[src/rtl/xor2p_pkg.sv]
// Shared types for the XOR-encoded two-port memory.
package xor2p_pkg;
    // Zero-fill sequencer states.
    typedef enum logic {
        SEQ_FILL = 1'b0,
        SEQ_IDLE = 1'b1
    } seq_state_t;
endpackage

[src/rtl/sram_1rw.sv]
// Single-port synchronous array: one read or one write per cycle.
// Read data is registered (one-cycle latency). The array has no reset,
// so its contents are arbitrary until they are written.
module sram_1rw #(
    parameter int WIDTH  = 16,
    parameter int ADDR_W = 5
) (
    input  logic              clk,
    input  logic              en,
    input  logic              we,
    input  logic [ADDR_W-1:0] addr,
    input  logic [WIDTH-1:0]  wdata,
    output logic [WIDTH-1:0]  rdata
);
    localparam int DEPTH = 1 << ADDR_W;

    logic [WIDTH-1:0] mem [DEPTH];

    // Perform the single access of this cycle.
    always_ff @(posedge clk) begin
        if (en) begin
            if (we) mem[addr] <= wdata;
            else    rdata     <= mem[addr];
        end
    end
endmodule

[src/rtl/xor2p_fill.sv]
// Zero-fill sequencer. After reset it walks the addresses in ascending
// order, one per cycle, then raises done and stays idle.
// Assumes the depth is a power of two.
module xor2p_fill
    import xor2p_pkg::*;
#(
    parameter int ADDR_W = 5
) (
    input  logic              clk,
    input  logic              rst_n,
    output logic              fill_en,
    output logic [ADDR_W-1:0] fill_addr,
    output logic              done
);
    seq_state_t        state;
    logic [ADDR_W-1:0] cnt;

    // Advance the fill pointer and stop after the last address.
    always_ff @(posedge clk) begin
        if (!rst_n) begin
            state <= SEQ_FILL;
            cnt   <= '0;
        end else if (state == SEQ_FILL) begin
            cnt <= cnt + 1'b1;
            if (&cnt) state <= SEQ_IDLE;
        end
    end

    assign fill_en   = (state == SEQ_FILL);
    assign fill_addr = cnt;
    assign done      = (state == SEQ_IDLE);


    done_hold_chk: assert property (@(posedge clk) disable iff (!rst_n)
        done |=> done);
endmodule

[src/rtl/xor2p_bank.sv]
// One bank made of three single-port arrays:
//   prim  - takes commits in the owned phase, serves reads in the other phase
//   copy  - repeats each commit one cycle later, serves reads in the owned phase
//   spare - takes commits in the owned phase, answers the opposite bank's
//           lookups in the other phase
// Assumes the caller schedules commits, copies and lookups by phase.
module xor2p_bank #(
    parameter int   WIDTH   = 16,
    parameter int   ADDR_W  = 5,
    parameter bit   BANK_ID = 1'b0
) (
    input  logic              clk,
    input  logic              rst_n,
    input  logic              phase,
    input  logic              fill_en,
    input  logic [ADDR_W-1:0] fill_addr,
    input  logic              rd_en,
    input  logic [ADDR_W-1:0] rd_addr,
    output logic [WIDTH-1:0]  rd_word,
    input  logic              cm_en,
    input  logic [ADDR_W-1:0] cm_addr,
    input  logic [WIDTH-1:0]  cm_data,
    input  logic              cp_en,
    input  logic [ADDR_W-1:0] cp_addr,
    input  logic [WIDTH-1:0]  cp_data,
    input  logic              lk_en,
    input  logic [ADDR_W-1:0] lk_addr,
    output logic [WIDTH-1:0]  lk_word
);
    logic              own;
    logic              prim_en, copy_en, spare_en;
    logic [ADDR_W-1:0] prim_addr, copy_addr, spare_addr;
    logic [WIDTH-1:0]  prim_q, copy_q;
    logic              sel_copy_q;

    assign own = (phase == BANK_ID);

    // Port controls for the three arrays; the fill takes priority.
    always_comb begin
        prim_en    = fill_en | cm_en | (rd_en & ~own);
        prim_addr  = fill_en ? fill_addr : (cm_en ? cm_addr : rd_addr);
        copy_en    = fill_en | cp_en | (rd_en & own);
        copy_addr  = fill_en ? fill_addr : (cp_en ? cp_addr : rd_addr);
        spare_en   = fill_en | cm_en | lk_en;
        spare_addr = fill_en ? fill_addr : (cm_en ? cm_addr : lk_addr);
    end

    sram_1rw #(.WIDTH(WIDTH), .ADDR_W(ADDR_W)) u_prim (
        .clk(clk), .en(prim_en), .we(fill_en | cm_en), .addr(prim_addr),
        .wdata(fill_en ? '0 : cm_data), .rdata(prim_q));

    sram_1rw #(.WIDTH(WIDTH), .ADDR_W(ADDR_W)) u_copy (
        .clk(clk), .en(copy_en), .we(fill_en | cp_en), .addr(copy_addr),
        .wdata(fill_en ? '0 : cp_data), .rdata(copy_q));

    sram_1rw #(.WIDTH(WIDTH), .ADDR_W(ADDR_W)) u_spare (
        .clk(clk), .en(spare_en), .we(fill_en | cm_en), .addr(spare_addr),
        .wdata(fill_en ? '0 : cm_data), .rdata(lk_word));

    // Remember which array served this cycle's read.
    always_ff @(posedge clk) begin
        if (!rst_n) sel_copy_q <= 1'b0;
        else        sel_copy_q <= own;
    end

    assign rd_word = sel_copy_q ? copy_q : prim_q;


    commit_phase_chk: assert property (@(posedge clk) disable iff (!rst_n)
        cm_en |-> own);

    copy_phase_chk: assert property (@(posedge clk) disable iff (!rst_n)
        cp_en |-> !own);

    spare_port_chk: assert property (@(posedge clk) disable iff (!rst_n)
        !(cm_en && lk_en));

    fill_excl_chk: assert property (@(posedge clk) disable iff (!rst_n)
        fill_en |-> !(rd_en || lk_en || cm_en || cp_en));
endmodule

[src/rtl/xor2p_mem.sv]
// One-write one-read memory built from six single-port arrays in two
// XOR-encoded banks. A write accepted on cycle t in phase p looks up bank !p
// on cycle t, computes new^old on t+1, commits to bank p on t+2 and copies
// it on t+3. Reads return bank0^bank1 one cycle later, with the two newest
// writes forwarded.
module xor2p_mem #(
    parameter int WIDTH  = 16,
    parameter int ADDR_W = 5
) (
    input  logic              clk,
    input  logic              rst_n,
    input  logic              wr_en,
    input  logic [ADDR_W-1:0] wr_addr,
    input  logic [WIDTH-1:0]  wr_data,
    input  logic              rd_en,
    input  logic [ADDR_W-1:0] rd_addr,
    output logic              rd_valid,
    output logic [WIDTH-1:0]  rd_data,
    output logic              init_done
);
    logic              phase;
    logic              wr_go, rd_go;
    logic              fill_en;
    logic [ADDR_W-1:0] fill_addr;

    // Write pipeline stages.
    logic              v1, b1, v2, b2, v3, b3;
    logic [ADDR_W-1:0] a1, a2, a3;
    logic [WIDTH-1:0]  d1, d2, x2, x3;
    logic [WIDTH-1:0]  other, x1;

    logic [WIDTH-1:0]  bank_rd [2];
    logic [WIDTH-1:0]  bank_lk [2];
    logic              fwd_hit_q;
    logic [WIDTH-1:0]  fwd_q;

    assign wr_go = wr_en & init_done;
    assign rd_go = rd_en & init_done;

    xor2p_fill #(.ADDR_W(ADDR_W)) u_fill (
        .clk(clk), .rst_n(rst_n), .fill_en(fill_en),
        .fill_addr(fill_addr), .done(init_done));

    // Cycle-parity phase bit that picks the bank for each write.
    always_ff @(posedge clk) begin
        if (!rst_n) phase <= 1'b0;
        else        phase <= ~phase;
    end

    // Opposite-bank word, forwarded from the previous write if it is still in flight.
    always_comb begin
        other = (v2 && a2 == a1) ? x2 : bank_lk[~b1];
        x1    = d1 ^ other;
    end

    // Shift accepted writes through lookup, encode, commit and copy.
    always_ff @(posedge clk) begin
        if (!rst_n) begin
            v1 <= 1'b0; v2 <= 1'b0; v3 <= 1'b0;
        end else begin
            v1 <= wr_go; v2 <= v1; v3 <= v2;
        end
        b1 <= phase;   a1 <= wr_addr; d1 <= wr_data;
        b2 <= b1;      a2 <= a1;      d2 <= d1;      x2 <= x1;
        b3 <= b2;      a3 <= a2;      x3 <= x2;
    end

    for (genvar k = 0; k < 2; k++) begin : g_bank
        xor2p_bank #(.WIDTH(WIDTH), .ADDR_W(ADDR_W), .BANK_ID(k == 1)) u_bank (
            .clk(clk), .rst_n(rst_n), .phase(phase),
            .fill_en(fill_en), .fill_addr(fill_addr),
            .rd_en(rd_go), .rd_addr(rd_addr), .rd_word(bank_rd[k]),
            .cm_en(v2 && (b2 == (k == 1))), .cm_addr(a2), .cm_data(x2),
            .cp_en(v3 && (b3 == (k == 1))), .cp_addr(a3), .cp_data(x3),
            .lk_en(wr_go && (phase != (k == 1))), .lk_addr(wr_addr),
            .lk_word(bank_lk[k]));
    end

    // Capture read valid and the forwarding choice (newest write first).
    always_ff @(posedge clk) begin
        if (!rst_n) begin
            rd_valid  <= 1'b0;
            fwd_hit_q <= 1'b0;
        end else begin
            rd_valid  <= rd_go;
            fwd_hit_q <= (v1 && a1 == rd_addr) || (v2 && a2 == rd_addr);
        end
        fwd_q <= (v1 && a1 == rd_addr) ? d1 : d2;
    end

    assign rd_data = fwd_hit_q ? fwd_q : (bank_rd[0] ^ bank_rd[1]);


    rvalid_rise_chk: assert property (@(posedge clk) disable iff (!rst_n)
        (rd_en && init_done) |=> rd_valid);

    rvalid_idle_chk: assert property (@(posedge clk) disable iff (!rst_n)
        !(rd_en && init_done) |=> !rd_valid);

    init_quiet_chk: assert property (@(posedge clk) disable iff (!rst_n)
        !init_done |-> !rd_valid);

    alt_bank_chk: assert property (@(posedge clk) disable iff (!rst_n)
        (v1 && v2) |-> (b1 != b2));

    fwd_next_chk: assert property (@(posedge clk) disable iff (!rst_n)
        (rd_en && init_done && v1 && rd_addr == a1) |=> (rd_data == $past(wr_data, 2)));
endmodule

[config.mk]
export PLATFORM = sky130hd
export DESIGN_NAME = xor2p_mem
export DESIGN_NICKNAME = d
export VERILOG_FILES = /design/src/rtl/xor2p_pkg.sv /design/src/rtl/sram_1rw.sv /design/src/rtl/xor2p_fill.sv /design/src/rtl/xor2p_bank.sv /design/src/rtl/xor2p_mem.sv
export SDC_FILE = /design/constraint.sdc
export NUM_CORES = 2
export LEC_CHECK = 0
export CAP_MARGIN = 15
export CORE_ASPECT_RATIO = 1.75
export CORE_MARGIN = 2
export CORE_UTILIZATION = 55
export DETAILED_ROUTE_END_ITERATION = 12
export PLACE_DENSITY = 0.83
export SYNTH_ARGS = -nofsm -noshare
export SYNTH_HDL_FRONTEND = slang
export SYNTH_SLANG_ARGS = --single-unit
[constraint.sdc]
create_clock -name clk -period 5.65 [get_ports clk]
set_clock_uncertainty 0.15 [all_clocks]
set_input_delay 1.13 -clock clk [delete_from_list [all_inputs] [get_ports clk]]
set_output_delay 1.13 -clock clk [all_outputs]
set_load 0.005 [all_outputs]
==> impl_metrics.toml <==
[setup_path]
crit_start = "g_bank[0].u_bank.sel_copy_q"
path_class = "reg2out"
reg2reg_setup_slack_ns = 0.70
critPathLaunchType = "register"
rr_worst_depth = 8
worstPathArrival_ns = 3.89
r2r-end = "g_bank[0].u_bank.u_prim.rdata[9]"
r2r-start = "v2"
cpPeakStageDelay_ns = 0.69
cp_max_fo = 16
setup.worst_path.end = "rd_data[4]"
required_ns = 4.37
crit_chain = "buf_4 -> mux2i_1 -> xor2_1 -> mux2_2 -> clkdlybuf4s50_1"
cp-end-kind = "output pin"
slowest_stage = "dfxtp_1"

[sta]
slew_headroom_pct = 9.20
worst_slew_pin_slew_ns = 1.35
fmax_mhz = 193
setup_violations = 0
fin_crit_sh_pct = 91.5
min_period_ns = 5.17
tns_ns = 0
slew_viol_final = 0
final_hold_viol_count = 0
fin_hold_ws_ns = 0.227
rsz0062_at_grt = "no"

[yosys]
synth_top_area_share_pct = 75.9
synth-simple-area-share_pct = 3.27
synth.top_cells.by_area = "edfxtp_1 (76%), mux2i_1 (12%), o22ai_1 (3.7%)"
synth_compound_area_share_pct = 4.57
synthAdderAreaFrac_pct = 0.0200
muxShareOfSynthArea_pct = 12.7
synthArstFlopShare_pct = 0
synth_flop_cell = "edfxtp_1"
yosysTopAreaCell = "edfxtp_1"
yosysSeqAreaShare_pct = 77.7
synth_warnings = 0
ys_seq_elements = 3279
postSynthCellCount = 7014
synth_cell_types = 65
avgSynthCellArea_um2 = 17.9
synth_edf_count = 3168
yosys.area_share.xor_xnor_pct = 0.342
synth_nets = 7046
syn-cell-area_um2 = 125000
synth_top_family_by_area = "multiplexers"

[clocking]
cts_tree = "done"
cts_made_buffers = 284
cts_root_buf = "clkbuf_16"
clk_path_buf_depth = 4
ctsResizeCount = 0
h-tree-depth = 5
clk_pin_slew_ns = 0.07
clk_latency_ns = 0.89
post_cts_buffers = 0
clock-sinks = 3279
cts_hold_buf = 0

[hold_path]
holdCritPathClass = "reg2reg"
worstHoldStart = "x2[9]"

[final_layout]
drive_gt1_share_pct = 13.3
syn_to_final_growth_pct = 12.5
fin_nets = 7514
multi_input_area_um2 = 26400
final_cell_mix = "edfxtp_1 (3168), mux2i_1 (1539), o22ai_1 (749)"
mostFrequentLayoutCell = "edfxtp_1"
fin_cells = 10700
utilization_pct = 62.3
seq_area_um2 = 97400
fillers = 15000

[power_and_ir_drop]
power.density_nw_per_um2 = 343
p_total_w = 0.0484
ir_drop_v = 0.000217
p_leak_nw = 50.3

[die]
core-area_um2 = 226000
die_area_um2 = 232000
die_w_um = 365
initial_core_util_pct = 55.4
rows = 231
io_pins = 48
die_height_um = 636

[grt]
grt_pass1_vias = 70500
antenna_found_initial = 15
overflow = 0
grt_max_degree = 86
grt_pass1_wl_mm = 510
grt_usage_pct = 31.2

[routing]
vias = 70800
avgViaCountPerCell = 6.61
drc = 0
drt_iter0_markers = 10000
routed_wl_mm = 364
wl_per_cell_um = 34.0
final_antenna_net_count = 0
dr.pass1.iters = 9

[job]
cap_violations = 0

[place]
dp_hpwl_mm = 236
io_buffer_count = 47
dp_cells = 10200
gp_congestion = 1.00

[outcome]
outcome = "completed"
sequential cells by signal (all words and copies together) (netlist names), 32 cells and up:
signal	cells
g_bank.u_bank.u_copy.mem	1024
g_bank.u_bank.u_prim.mem	1024
g_bank.u_bank.u_spare.mem	1024
g_bank.u_bank.u_copy.rdata	32
g_bank.u_bank.u_prim.rdata	32
g_bank.u_bank.u_spare.rdata	32
critical path: cells and delay by family, from the launching register on:
kind	cells	cell delay [ns]
multiplexers	2	0.81
flip-flops	1	0.69
XOR/XNOR	1	0.41
buffers and inverters	2	1.10
routing by layer:
layer	part of all wire, %	track usage (%)	up-vias
li1	-	-	29000
met1	30	34.3	35300
met2	49	51.8	5135
met3	9.7	5.98	1389
met4	11	26.5	14
met5	0.024	0	-
layout make-up:
class	instances	share of cell area (%)
Multi-Input combinational cell	3377	18.7
Inverter	14	0.0373
Timing Repair Buffer	526	3.08
Clock inverter	139	0.966
Antenna cell	5	0.00887
Tap cell	3029	2.69
Clock buffer	355	5.44
Sequential cell	3279	69.0
stage by stage:
step | setup slack, ns | cell area (um2)
finish | 0.479 | 141000
global route | 0.491 | 141000
CTS | 0.531 | 141000
detailed placement | 0.324 | 132000
global placement | -0.0974 | 132000
floorplan | 1.57 | 125000
report_power, final:
part	internal, W	switching (W)
Sequential	0.0266	0.000123
Clock	0.0108	0.00853
Combinational	0.000816	0.00153
Total	0.0382	0.0102
cell families (layout without fill, tap and decap cells):
logic type               Yosys count  count (layout)
XOR/XNOR                          49              49
AO/OA/AOI/OAI                    889             889
adder cells (fa/ha/maj)            2               2
flip-flops                      3279            3279
other                              0               5
multiplexers                    1578            1578
buffers and inverters            358            1034
AND/OR/NAND/NOR                  859             859
worst min path at each step:
stage	depth (start not counted)	to	slack [ns]
2_1_floorplan	0	b3	0.18
3_3_place_gp	0	x3[10]	0.21
3_5_place_dp	0	x3[14]	0.21
4_1_cts	0	x3[9]	0.22
5_1_grt	0	x3[0]	0.23
6_report	0	x3[9]	0.23
Yosys cell counts (3+ instances only):
library cell and number:
a21bo_2 12, a21oi_1 48, a22oi_1 3, a311o_1 10, a311oi_2 3, a31o_2 13
a31oi_1 21, a31oi_2 3, and2_1 46, and3_1 5, buf_1 4, buf_2 224
buf_4 30, buf_6 5, clkbuf_1 80, dfxtp_1 111, edfxtp_1 3168, inv_1 12
mux2_2 32, mux2i_1 1539, mux4_2 7, nand2_1 261, nand2_2 3, nand2b_1 7
nand3_1 50, nand4_1 11, nor2_1 235, nor2_2 7, nor2b_1 7, nor3_1 6
nor3b_1 3, nor4_1 192, nor4bb_1 3, o211ai_1 7, o22ai_1 749, or2_2 7
or3_1 8, xnor2_1 21, xor2_1 28
No activity file was read; power rests on OpenSTA's default activity.
